[config.mk]
export PLATFORM = sky130hd
export DESIGN_NAME = simt_reconv_stack
export DESIGN_NICKNAME = d
export VERILOG_FILES = /design/src/rtl/simt_div_pkg.sv /design/src/rtl/simt_stack_store.sv /design/src/rtl/simt_branch_decide.sv /design/src/rtl/simt_reconv_stack.sv
export SDC_FILE = /design/constraint.sdc
export NUM_CORES = 1
export LEC_CHECK = 0
export BUFFER_PORTS_ARGS = -buffer_cell sky130_fd_sc_hd__buf_2
export CELL_PAD_IN_SITES_DETAIL_PLACEMENT = 0
export CELL_PAD_IN_SITES_GLOBAL_PLACEMENT = 2
export CORE_UTILIZATION = 40
export DETAILED_ROUTE_END_ITERATION = 8
export PLACE_DENSITY = 0.77
export SLEW_MARGIN = 20
export SYNTH_ARGS = -nofsm -noshare
export SYNTH_HDL_FRONTEND = slang
export SYNTH_SLANG_ARGS = --single-unit
export TNS_END_PERCENT = 1
[constraint.sdc]
create_clock -name clk -period 10.15 [get_ports clk]
set_input_delay 2.5375 -clock clk [delete_from_list [all_inputs] [get_ports clk]]
set_output_delay 2.5375 -clock clk [all_outputs]
set_load 0.005 [all_outputs]
[src/rtl/simt_div_pkg.sv]
package simt_div_pkg;
    localparam int LANES = 32;
    localparam int PC_W  = 16;

    typedef logic [LANES-1:0] lane_mask_t;
    typedef logic [PC_W-1:0]  pc_t;

    // One level of divergence bookkeeping
    typedef struct packed {
        pc_t        merge_pc;   // where both halves meet again
        pc_t        pend_pc;    // start of the half not yet run
        lane_mask_t pend_mask;  // lanes waiting for that half
        lane_mask_t saved_mask; // mask in force before the branch
    } stk_entry_t;

    typedef enum logic [2:0] {
        ACT_HOLD,
        ACT_UNIFORM,
        ACT_PUSH,
        ACT_MERGE,
        ACT_OVF,
        ACT_SWITCH,
        ACT_POP,
        ACT_UDF
    } stk_act_e;

    // A back-edge reuses the top entry when it targets the same exit
    function automatic logic same_region(input stk_entry_t e, input pc_t rpc, input pc_t spc);
        return (e.merge_pc == rpc) && (e.pend_pc == spc);
    endfunction

    // The stored half is worth issuing only if it has lanes and is not the merge point
    function automatic logic pending_runnable(input stk_entry_t e);
        return (e.pend_mask != '0) && (e.pend_pc != e.merge_pc);
    endfunction
endpackage

[src/rtl/simt_stack_store.sv]
module simt_stack_store
    import simt_div_pkg::*;
#(
    parameter int DEPTH = 8,
    localparam int IDX_W = (DEPTH > 1) ? $clog2(DEPTH) : 1,
    localparam int CNT_W = $clog2(DEPTH + 1)
) (
    input  logic             clk,
    input  logic             rst,
    input  logic             push,
    input  logic             pop,
    input  logic             top_we,
    input  stk_entry_t       push_data,
    input  stk_entry_t       top_data,
    output stk_entry_t       top,
    output logic [CNT_W-1:0] depth,
    output logic             empty,
    output logic             full
);
    stk_entry_t       mem [DEPTH];
    logic [CNT_W-1:0] top_cnt;
    logic [IDX_W-1:0] top_idx;
    logic [IDX_W-1:0] wr_idx;

    assign top_cnt = depth - CNT_W'(1);
    assign top_idx = top_cnt[IDX_W-1:0];
    assign wr_idx  = depth[IDX_W-1:0];
    assign empty   = (depth == '0);
    assign full    = (depth == CNT_W'(DEPTH));
    assign top     = empty ? '0 : mem[top_idx];

    always_ff @(posedge clk) begin
        if (rst) begin
            depth <= '0;
        end else if (push && !full) begin
            mem[wr_idx] <= push_data;
            depth       <= depth + CNT_W'(1);
        end else if (pop && !empty) begin
            depth <= depth - CNT_W'(1);
        end else if (top_we && !empty) begin
            mem[top_idx] <= top_data;
        end
    end
endmodule

[src/rtl/simt_branch_decide.sv]
module simt_branch_decide
    import simt_div_pkg::*;
(
    input  logic       is_branch,
    input  logic       is_reconv,
    input  lane_mask_t pred,
    input  pc_t        target_pc,
    input  pc_t        seq_pc,
    input  pc_t        reconv_pc,
    input  pc_t        cur_pc,
    input  lane_mask_t cur_mask,
    input  stk_entry_t top,
    input  logic       empty,
    input  logic       full,
    output stk_act_e   act,
    output pc_t        nxt_pc,
    output lane_mask_t nxt_mask,
    output stk_entry_t push_entry,
    output stk_entry_t top_new
);
    lane_mask_t taken_m;
    lane_mask_t fall_m;
    logic       loop_hit;

    assign taken_m  = pred & cur_mask;
    assign fall_m   = ~pred & cur_mask;
    assign loop_hit = !empty && same_region(top, reconv_pc, seq_pc);

    always_comb begin
        act        = ACT_HOLD;
        nxt_pc     = cur_pc;
        nxt_mask   = cur_mask;
        push_entry = '{merge_pc: reconv_pc, pend_pc: seq_pc,
                       pend_mask: fall_m, saved_mask: cur_mask};
        top_new    = top;
        if (is_branch) begin
            if (taken_m == '0) begin
                act    = ACT_UNIFORM;
                nxt_pc = seq_pc;
            end else if (fall_m == '0) begin
                act    = ACT_UNIFORM;
                nxt_pc = target_pc;
            end else if (loop_hit) begin
                act               = ACT_MERGE;
                top_new.pend_mask = top.pend_mask | fall_m;
                nxt_pc            = target_pc;
                nxt_mask          = taken_m;
            end else if (full) begin
                act = ACT_OVF;
            end else begin
                act      = ACT_PUSH;
                nxt_pc   = target_pc;
                nxt_mask = taken_m;
            end
        end else if (is_reconv) begin
            if (empty) begin
                act = ACT_UDF;
            end else if (pending_runnable(top)) begin
                act               = ACT_SWITCH;
                nxt_pc            = top.pend_pc;
                nxt_mask          = top.pend_mask;
                top_new.pend_mask = '0;
            end else begin
                act      = ACT_POP;
                nxt_pc   = top.merge_pc;
                nxt_mask = top.saved_mask;
            end
        end
    end
endmodule

[src/rtl/simt_reconv_stack.sv]
module simt_reconv_stack
    import simt_div_pkg::*;
#(
    parameter int DEPTH = 8,
    localparam int CNT_W = $clog2(DEPTH + 1)
) (
    input  logic             clk,
    input  logic             rst,
    input  logic             is_branch,
    input  logic             is_reconv,
    input  logic [LANES-1:0] pred,
    input  logic [PC_W-1:0]  target_pc,
    input  logic [PC_W-1:0]  seq_pc,
    input  logic [PC_W-1:0]  reconv_pc,
    output logic [PC_W-1:0]  next_pc,
    output logic [LANES-1:0] active_mask,
    output logic             overflow,
    output logic             underflow
);
    stk_act_e         act;
    pc_t              nxt_pc;
    lane_mask_t       nxt_mask;
    stk_entry_t       push_entry;
    stk_entry_t       top_new;
    stk_entry_t       top;
    logic [CNT_W-1:0] depth;
    logic             empty;
    logic             full;

    simt_branch_decide u_decide (
        .is_branch  (is_branch),
        .is_reconv  (is_reconv),
        .pred       (pred),
        .target_pc  (target_pc),
        .seq_pc     (seq_pc),
        .reconv_pc  (reconv_pc),
        .cur_pc     (next_pc),
        .cur_mask   (active_mask),
        .top        (top),
        .empty      (empty),
        .full       (full),
        .act        (act),
        .nxt_pc     (nxt_pc),
        .nxt_mask   (nxt_mask),
        .push_entry (push_entry),
        .top_new    (top_new)
    );

    simt_stack_store #(.DEPTH(DEPTH)) u_store (
        .clk       (clk),
        .rst       (rst),
        .push      (act == ACT_PUSH),
        .pop       (act == ACT_POP),
        .top_we    ((act == ACT_MERGE) || (act == ACT_SWITCH)),
        .push_data (push_entry),
        .top_data  (top_new),
        .top       (top),
        .depth     (depth),
        .empty     (empty),
        .full      (full)
    );

    always_ff @(posedge clk) begin
        if (rst) begin
            next_pc     <= '0;
            active_mask <= '1;
            overflow    <= 1'b0;
            underflow   <= 1'b0;
        end else begin
            next_pc     <= nxt_pc;
            active_mask <= nxt_mask;
            if (act == ACT_OVF) overflow  <= 1'b1;
            if (act == ACT_UDF) underflow <= 1'b1;
        end
    end
endmodule

======== After elaboration in Yosys (flattened, before gate mapping) ========
Memories as Yosys holds them, arrays and structs flattened.
Cells that the tools add are included.
cells by class
  reduce and logical (&&, ||, !) cells .... 18
  equality and inequality tests ........... 15
  add/subtract/negate cells ............... 2
  bitwise logic cells ..................... 4
  muxes and demuxes ....................... 45
operators by type and width
  operator               count
  $mux W32               15
  $mux W96               2
  $mux W16               8
  $reduce_or A96 Y1      1
  $and A32 B32 Y32       2
  $logic_not A32 Y1      2
  $eq A16 B16 Y1         2
  $not A32 Y32           1
  $or A32 B32 Y32        1
  $reduce_bool A32 Y1    1
  $mux W3                8
  $ne A16 B16 Y1         1
  $eq A3 B3 Y1 const B   4
  $mux W1                9
  $mux W4                2
  $eq A3 B2 Y1 const B   2
  $logic_and A1 B1 Y1    6
  $ne A2 B2 Y1 const B   3
  $ne A5 B5 Y1 const B   1
  $reduce_and A5 Y1      1
  $add A4 B1 Y4 const B  1
  $eq A4 B4 Y1 const B   1
  $logic_not A4 Y1       1
  $reduce_bool A2 Y1     2
  other kinds (6)        7
word-level totals
  input bits .............................. 84
  output and inout bits ................... 50
  bits in writable memories ............... 768
  memories kept ........................... 1
  flip-flop bits (word level) ............. 54
memories
  memory       depth  bits a word  rd ports  clocked after memory_dff  wr ports  line                    text
  u_store.mem  8      96           1         0                         1         simt_stack_store.sv:20  stk_entry_t mem [DEPTH];

======== Logic depth before layout (Yosys ltp) ========
An unclocked memory read counts as a cell.
  depth after elaboration ................. 20
  depth in mapped cells ................... 23
  gate-level depth less buffers ........... 13

======== Cells and area by module ========
Synthesis repeated with hierarchy kept, for this count alone.
second synthesis, totals
  cell total of the unflattened synthesis .. 2251
  area, all modules ....................... 36343.6 µm²
by module, submodules not included
  module              times used  cells an instance  area an instance (µm²)
  simt_stack_store    1           1507               30618.1
  simt_branch_decide  1           632                4341.7
  simt_reconv_stack   1           112                1383.8

======== Least setup slack after synthesis ========
OpenSTA, ideal clock, no wires.
  path type ............................... input port to flip-flop
  from .................................... input port reconv_pc[1]
  to ...................................... memory u_store.mem[5][0] in the netlist's numbering (enable)
  setup time .............................. 0.608 ns
  path buffers ............................ 1
  arrival ................................. 9.450 ns
  path slack .............................. 0.092 ns
  stages .................................. 11
  cells stage by stage .................... inv_1 o31ai_1 a2111o_1 or4_1 nor4_1 nand4_1 nor2_2 nor2_1 buf_4 mux2_2 a31oi_1
on the way
  cells in the longest elaborated chain, start to end .. 17
  elaborated cells between the ends (all ways) .. 26
  classes of those cells .................. 5 x eq/ne; 14 x mux; 7 x reduce/logical
ends and longest elaborated chain
  what                                                        line                      text
  from (decl)                                                 simt_reconv_stack.sv:14   input logic [PC_W-1:0] reconv_pc,
  $eq A16 B16 Y1 (*)                                          simt_div_pkg.sv:29        return (e.merge_pc == rpc) && (e.pend_pc == spc);
  $logic_and A1 B1 Y1 (*)                                     simt_div_pkg.sv:29
  $logic_and A1 B1 Y1 (*)                                     simt_branch_decide.sv:27  assign loop_hit = !empty && same_region(top, reconv_pc, seq_pc);
  $mux W3 (*)                                                 simt_branch_decide.sv:43  end else if (loop_hit) begin
  $mux W3 (*)                                                 simt_branch_decide.sv:40  end else if (fall_m == '0) begin
  $mux W3 (*)                                                 simt_branch_decide.sv:37  if (taken_m == '0) begin
  $mux W3 (*)                                                 simt_branch_decide.sv:36  if (is_branch) begin
  $eq A3 B2 Y1 / $eq A3 B3 Y1 (equally long branches)         simt_reconv_stack.sv:54   .top_we ((act == ACT_MERGE) || (act == ACT_SWITCH)),
  $logic_or A1 B1 Y1                                          simt_reconv_stack.sv:54
  $logic_and A1 B1 Y1                                         simt_stack_store.sv:40    end else if (top_we && !empty) begin
  $mux W1                                                     simt_stack_store.sv:40
  $mux W1                                                     simt_stack_store.sv:38    end else if (pop && !empty) begin
  $mux W1                                                     simt_stack_store.sv:35    end else if (push && !full) begin
  $mux W1                                                     simt_stack_store.sv:33    if (rst) begin
  $mux W1 (not written as such)                               simt_stack_store.sv:41    mem[top_idx] <= top_data;
  $reduce_or A96 Y1 (no source line)                          -
  $mux W3 (no source line) / $mux W1 (equally long branches)  -
  to (decl)                                                   simt_stack_store.sv:20
Mark *: on every way between the ends. The rest lies on a longest branch, timed or not.

======== Worst setup path in the final report ========
  from .................................... register u_store.depth[0]
  to ...................................... memory u_store.mem[5][22] in the netlist's numbering (enable)
on the way
  cells in the longest elaborated chain, start to end .. 20
  elaborated cells between the ends (all ways) .. 41
  classes of those cells .................. 1 x add/sub; 8 x eq/ne; 19 x mux; 12 x reduce/logical; 1 x memory
ends and longest elaborated chain
  what                                                        line                      text
  from (decl)                                                 simt_stack_store.sv:16    output logic [CNT_W-1:0] depth,
  from (signal assigned)                                      simt_stack_store.sv:37    depth <= depth + CNT_W'(1);
  from (signal assigned)                                      simt_stack_store.sv:39    depth <= depth - CNT_W'(1);
  $sub A4 B1 Y4                                               -
  $mem_v2 Z8 W96                                              -
  $mux W96                                                    simt_stack_store.sv:30    assign top = empty ? '0 : mem[top_idx];
  $eq A16 B16 Y1                                              simt_div_pkg.sv:29
  $logic_and A1 B1 Y1                                         simt_div_pkg.sv:29
  $logic_and A1 B1 Y1                                         simt_branch_decide.sv:27
  $mux W3                                                     simt_branch_decide.sv:43
  $mux W3                                                     simt_branch_decide.sv:40
  [... 4 more ...]                                            -
  $logic_and A1 B1 Y1                                         simt_stack_store.sv:40
  $mux W1                                                     simt_stack_store.sv:40
  $mux W1                                                     simt_stack_store.sv:38
  $mux W1                                                     simt_stack_store.sv:35
  $mux W1                                                     simt_stack_store.sv:33
  $mux W1 (not written as such)                               simt_stack_store.sv:41
  $reduce_or A96 Y1 (no source line)                          -
  $mux W3 (no source line) / $mux W1 (equally long branches)  -
Several ways; a longest one is shown, not always the timed one.

==> qor.log <==
INFO  status         result_of_the_run=finished clean
INFO  setup_path     startpoint_type=flop
INFO  power_and_ir_drop total_switching_power=2430uW
INFO  die            pin_count=134
INFO  setup_path     reg2reg_to=u_store.mem[5][22]$_DFFE_PP_
INFO  placement      portBuffers=133
INFO  logic_synthesis synthArstFlopShare=0%
INFO  setup_path     crit_start=u_store.depth[0]$_SDFFE_PP0P_
INFO  route          ant_nets=0
INFO  cts            post-cts-setup-buffers=0
INFO  cts            clock_tree_sinks=822
INFO  timing         fin_worst_hold_slack=0.445ns
INFO  global_route   grt_max_degree=97
INFO  die            design.core.area=0.0868mm^2
INFO  timing         worst_slew_pin_slew=1.03ns
INFO  die            die_height=298um
INFO  timing         finalCritPeriodShare=76.8%
INFO  die            die_area=0.0887mm^2
INFO  logic_synthesis yosysTopAreaCell=sky130_fd_sc_hd__edfxtp_1
INFO  placement      hpwlAfterDp=61600um
INFO  cts            ctsHtreeMaxLevel=3
INFO  timing         final-max-slew-violation-count=0
INFO  logic_synthesis ys.flop_type=sky130_fd_sc_hd__edfxtp_1
INFO  die            die_w=298um
INFO  finish         area_growth_syn_to_layout=13.9%
INFO  finish         final_nets=2401
INFO  logic_synthesis dominant_combinational_cell_family_by_area_after_synthesis=multiplexers
INFO  power_and_ir_drop p_sw_share=28.1%
INFO  cts            postCtsResizedCells=0
INFO  logic_synthesis yosysTopAreaCellShare=65.9%
INFO  power_and_ir_drop pwr-share-seq=45.5%
INFO  logic_synthesis yosys.area_share.adder=0.0715%
INFO  logic_synthesis synth_cell_type_count=77
INFO  global_route   antenna_found_initial=4
INFO  logic_synthesis synth.ff_latch_count=822
INFO  flow_run       maxCapViolations=0
INFO  logic_synthesis synth-compound-area-share=6.74%
INFO  logic_synthesis synth_simple_gate_area_share=6.13%
INFO  setup_path     endpoint_of_the_worst_setup_timing_path=u_store.mem[5][22]$_DFFE_PP_
INFO  power_and_ir_drop share_of_total_power_in_the_clock_network=36.7%
INFO  route          drt_drc_violations_left=0
INFO  cts            clk_transition_reported_paths=0.06ns
INFO  cts            ctsRootBufferMaster=sky130_fd_sc_hd__clkbuf_16
INFO  power_and_ir_drop totalPowerFinal=8660uW
INFO  setup_path     timing.reg2reg.setup_slack=2.36ns
INFO  timing         timing.fmax=128MHz
INFO  die            placement_rows=108
INFO  cts            insertion_delay=0.66ns
INFO  placement      place_congestion=0.813
INFO  min_path       holdCritPathClass=reg2reg
INFO  setup_path     timing.setup.critical_path_class=reg2reg
INFO  logic_synthesis syn_area_per_cell=16.0um^2
INFO  global_route   grt_first_pass_wirelength=145000um
INFO  timing         clock_skew=0.0413ns
INFO  power_and_ir_drop internal-power=6220uW
INFO  timing         totalNegativeSetupSlack=0ns
INFO  power_and_ir_drop p_per_area=217mW/mm^2
INFO  timing         timing_hold_violations_final=0
INFO  logic_synthesis total_standard_cell_area_after_synthesis=0.0350mm^2
INFO  timing         finalSetupViolations=0
INFO  logic_synthesis synthCells=2184
INFO  finish         layout-drive-gt1-share=20.4%
INFO  cts            tritoncts=yes
INFO  route          vias_per_cell=5.86
INFO  setup_path     data_required_time_at_the_worst_endpoint=10.43ns
INFO  power_and_ir_drop worst_ir_drop_on_vdd=0.146mV
INFO  cts            postCtsHoldBufs=0
INFO  timing         grt_setup_unrepaired=no
INFO  setup_path     critical_path.reg2reg.startpoint=u_store.depth[0]$_SDFFE_PP0P_
INFO  global_route   first_global_vias=21100
INFO  global_route   globalRouteTotalUtil=22.3%
INFO  route          routed-via-count=20800
INFO  global_route   globalRouteOverflowTotal=0
INFO  logic_synthesis synth_mux_area_share=14.6%
INFO  logic_synthesis synth_edf_count=768
INFO  die            start_util=40.3%
INFO  power_and_ir_drop p_leak=0.0129uW
INFO  route          detail_route.wl_per_cell=28.2um
INFO  logic_synthesis share_of_the_synthesized_netlist_area_taken_by_xor_and_xnor_gates=1.17%
INFO  setup_path     timing.reg2reg.worst_path_depth=16
INFO  setup_path     end_kind=flop
INFO  timing         final_critical_path_required_period=7.79ns
INFO  setup_path     cp.arrival=8.07ns
INFO  power_and_ir_drop power.share.combinational=17.8%
INFO  cts            cts-root-to-sink-buffers=3
INFO  logic_synthesis yosysWarnings=0
INFO  logic_synthesis synth_fp_nets=2270
INFO  route          dr.first_iter.drc_count=2238
INFO  setup_path     largest_fanout_of_any_net_on_the_critical_path=59
INFO  cts            cts_buffers=86
INFO  logic_synthesis synth_sequential_area_ratio=69.0%
INFO  timing         slew_headroom=31.4%
INFO  logic_synthesis post_synth_main_area_contributors=sky130_fd_sc_hd__edfxtp_1 (66%), sky130_fd_sc_hd__mux4_2 (7.6%), sky130_fd_sc_hd__mux2i_1 (4.6%), sky130_fd_sc_hd__nand2_1 (3.2%), sky130_fd_sc_hd__dfxtp_1 (3.1%)
INFO  route          drt_first_pass_iters=7
INFO  route          postRouteWirelength=99900um
[cell type report]
type / count / area [um^2]
Sequential cell: 822 / 24100
Antenna cell: 1 / 2.50
Fill cell: 7633 / 46900
Inverter: 17 / 63.8
Clock inverter: 53 / 558
Clock buffer: 107 / 2330
Tap cell: 1155 / 1450
Multi-Input combinational cell: 1207 / 10200
Timing Repair Buffer: 181 / 1090
[logic make-up (layout without fill, tap and decap cells)]
kind of cell | after synthesis | after routing
AO/OA/AOI/OAI | 341 | 341
XOR/XNOR | 45 | 45
adder cells (fa/ha/maj) | 2 | 2
buffers and inverters | 155 | 358
flip-flops | 822 | 822
multiplexers | 354 | 354
other | 0 | 1
AND/OR/NAND/NOR | 465 | 465
[placed cells by master, fill, tap and decap left out, drive strengths merged, types with 30 or more instances in the layout]
cell type  instances
nand2            296
mux2              74
clkinv            40
o21ai             73
mux4             118
dfxtp             54
o22ai             34
buf              181
a221o             34
a22oi             61
edfxtp           768
nand2b            33
xnor2             30
mux2i            162
a21oi             51
clkbuf           107
[how the worst min path moves through the flow]
stage | from | endpoint | slack [ns] | cells past startpoint
2_1_floorplan | next_pc[0]$_SDFFE_PP0P_ | next_pc[0]$_SDFFE_PP0P_ | 0.44 | 2
3_3_place_gp | next_pc[0]$_SDFFE_PP0P_ | next_pc[0]$_SDFFE_PP0P_ | 0.44 | 2
3_5_place_dp | next_pc[3]$_SDFFE_PP0P_ | next_pc[3]$_SDFFE_PP0P_ | 0.44 | 2
4_1_cts | next_pc[3]$_SDFFE_PP0P_ | next_pc[3]$_SDFFE_PP0P_ | 0.45 | 2
5_1_grt | next_pc[3]$_SDFFE_PP0P_ | next_pc[3]$_SDFFE_PP0P_ | 0.47 | 2
6_report | next_pc[3]$_SDFFE_PP0P_ | next_pc[3]$_SDFFE_PP0P_ | 0.45 | 2
[stage by stage]
| step | instance area [um^2] | cells | setup WS (ns) | util (%) |
|---|---|---|---|---|
| finish | 39800 | 3543 | 2.36 | 45.9 |
| global route | 39800 | 3542 | 1.85 | 45.9 |
| CTS | 39800 | 3542 | 2.24 | 45.9 |
| detailed placement | 36900 | 3382 | 2.21 | 42.6 |
| global placement | 36900 | 3382 | 2.31 | 42.6 |
| floorplan | 35000 | 2184 | 0.0920 | - |
[power groups by stage]
stage	logic, uW	clock network [uW]	registers, uW
6_report	1540	3180	3940
4_1_cts	1540	3230	3940
3_3_place_gp	1520	0	4000
2_1_floorplan	1020	0	3980
5_1_grt	1640	3350	3940
3_5_place_dp	1530	0	4010
[cells in the mapped netlist, types with 27 or more instances]
cell,number
sky130_fd_sc_hd__a21oi_1,51
sky130_fd_sc_hd__a221o_1,34
sky130_fd_sc_hd__a22oi_1,61
sky130_fd_sc_hd__buf_2,31
sky130_fd_sc_hd__buf_4,30
sky130_fd_sc_hd__clkbuf_1,52
sky130_fd_sc_hd__dfxtp_1,54
sky130_fd_sc_hd__edfxtp_1,768
sky130_fd_sc_hd__mux2_1,52
sky130_fd_sc_hd__mux2i_1,162
sky130_fd_sc_hd__mux4_2,118
sky130_fd_sc_hd__nand2_1,296
sky130_fd_sc_hd__nand2b_1,33
sky130_fd_sc_hd__nand3_1,27
sky130_fd_sc_hd__o21ai_0,42
sky130_fd_sc_hd__o21ai_1,30
sky130_fd_sc_hd__o22ai_1,34
sky130_fd_sc_hd__xnor2_1,29
[routing by layer]
| metal | track usage [%] | wire length, um | vias up |
|---|---|---|---|
| met4 | 6.19 | 2540 | 0 |
| met2 | 36.2 | 47700 | 855 |
| met3 | 3.53 | 6780 | 151 |
| met5 | 0 | 0 | - |
| met1 | 31.2 | 42900 | 10800 |
| li1 | - | - | 8930 |
[flip-flops by register name, summed over array words and instances (netlist names)]
signal / cells
underflow: 1
active_mask: 32
u_store.mem: 768
next_pc: 16
u_store.depth: 4
overflow: 1
[critical path: stages (launching register included)]
cell	delay [ns]
sky130_fd_sc_hd__dfxtp_4	0.65
sky130_fd_sc_hd__clkinv_1	0.24
sky130_fd_sc_hd__ha_4	0.92
sky130_fd_sc_hd__buf_4	0.67
sky130_fd_sc_hd__mux2_2	0.40
sky130_fd_sc_hd__o31ai_1	0.18
sky130_fd_sc_hd__a221oi_1	0.10
sky130_fd_sc_hd__and2_1	0.25
sky130_fd_sc_hd__xnor2_1	0.39
sky130_fd_sc_hd__nand4_1	0.22
sky130_fd_sc_hd__nor4_4	0.58
sky130_fd_sc_hd__nor4_4	0.09
sky130_fd_sc_hd__buf_4	0.30
sky130_fd_sc_hd__nor2_4	0.64
sky130_fd_sc_hd__nand3_1	0.31
sky130_fd_sc_hd__a31oi_4	0.89
sky130_fd_sc_hd__buf_12	0.41
Power figures use the tool's default switching activity.
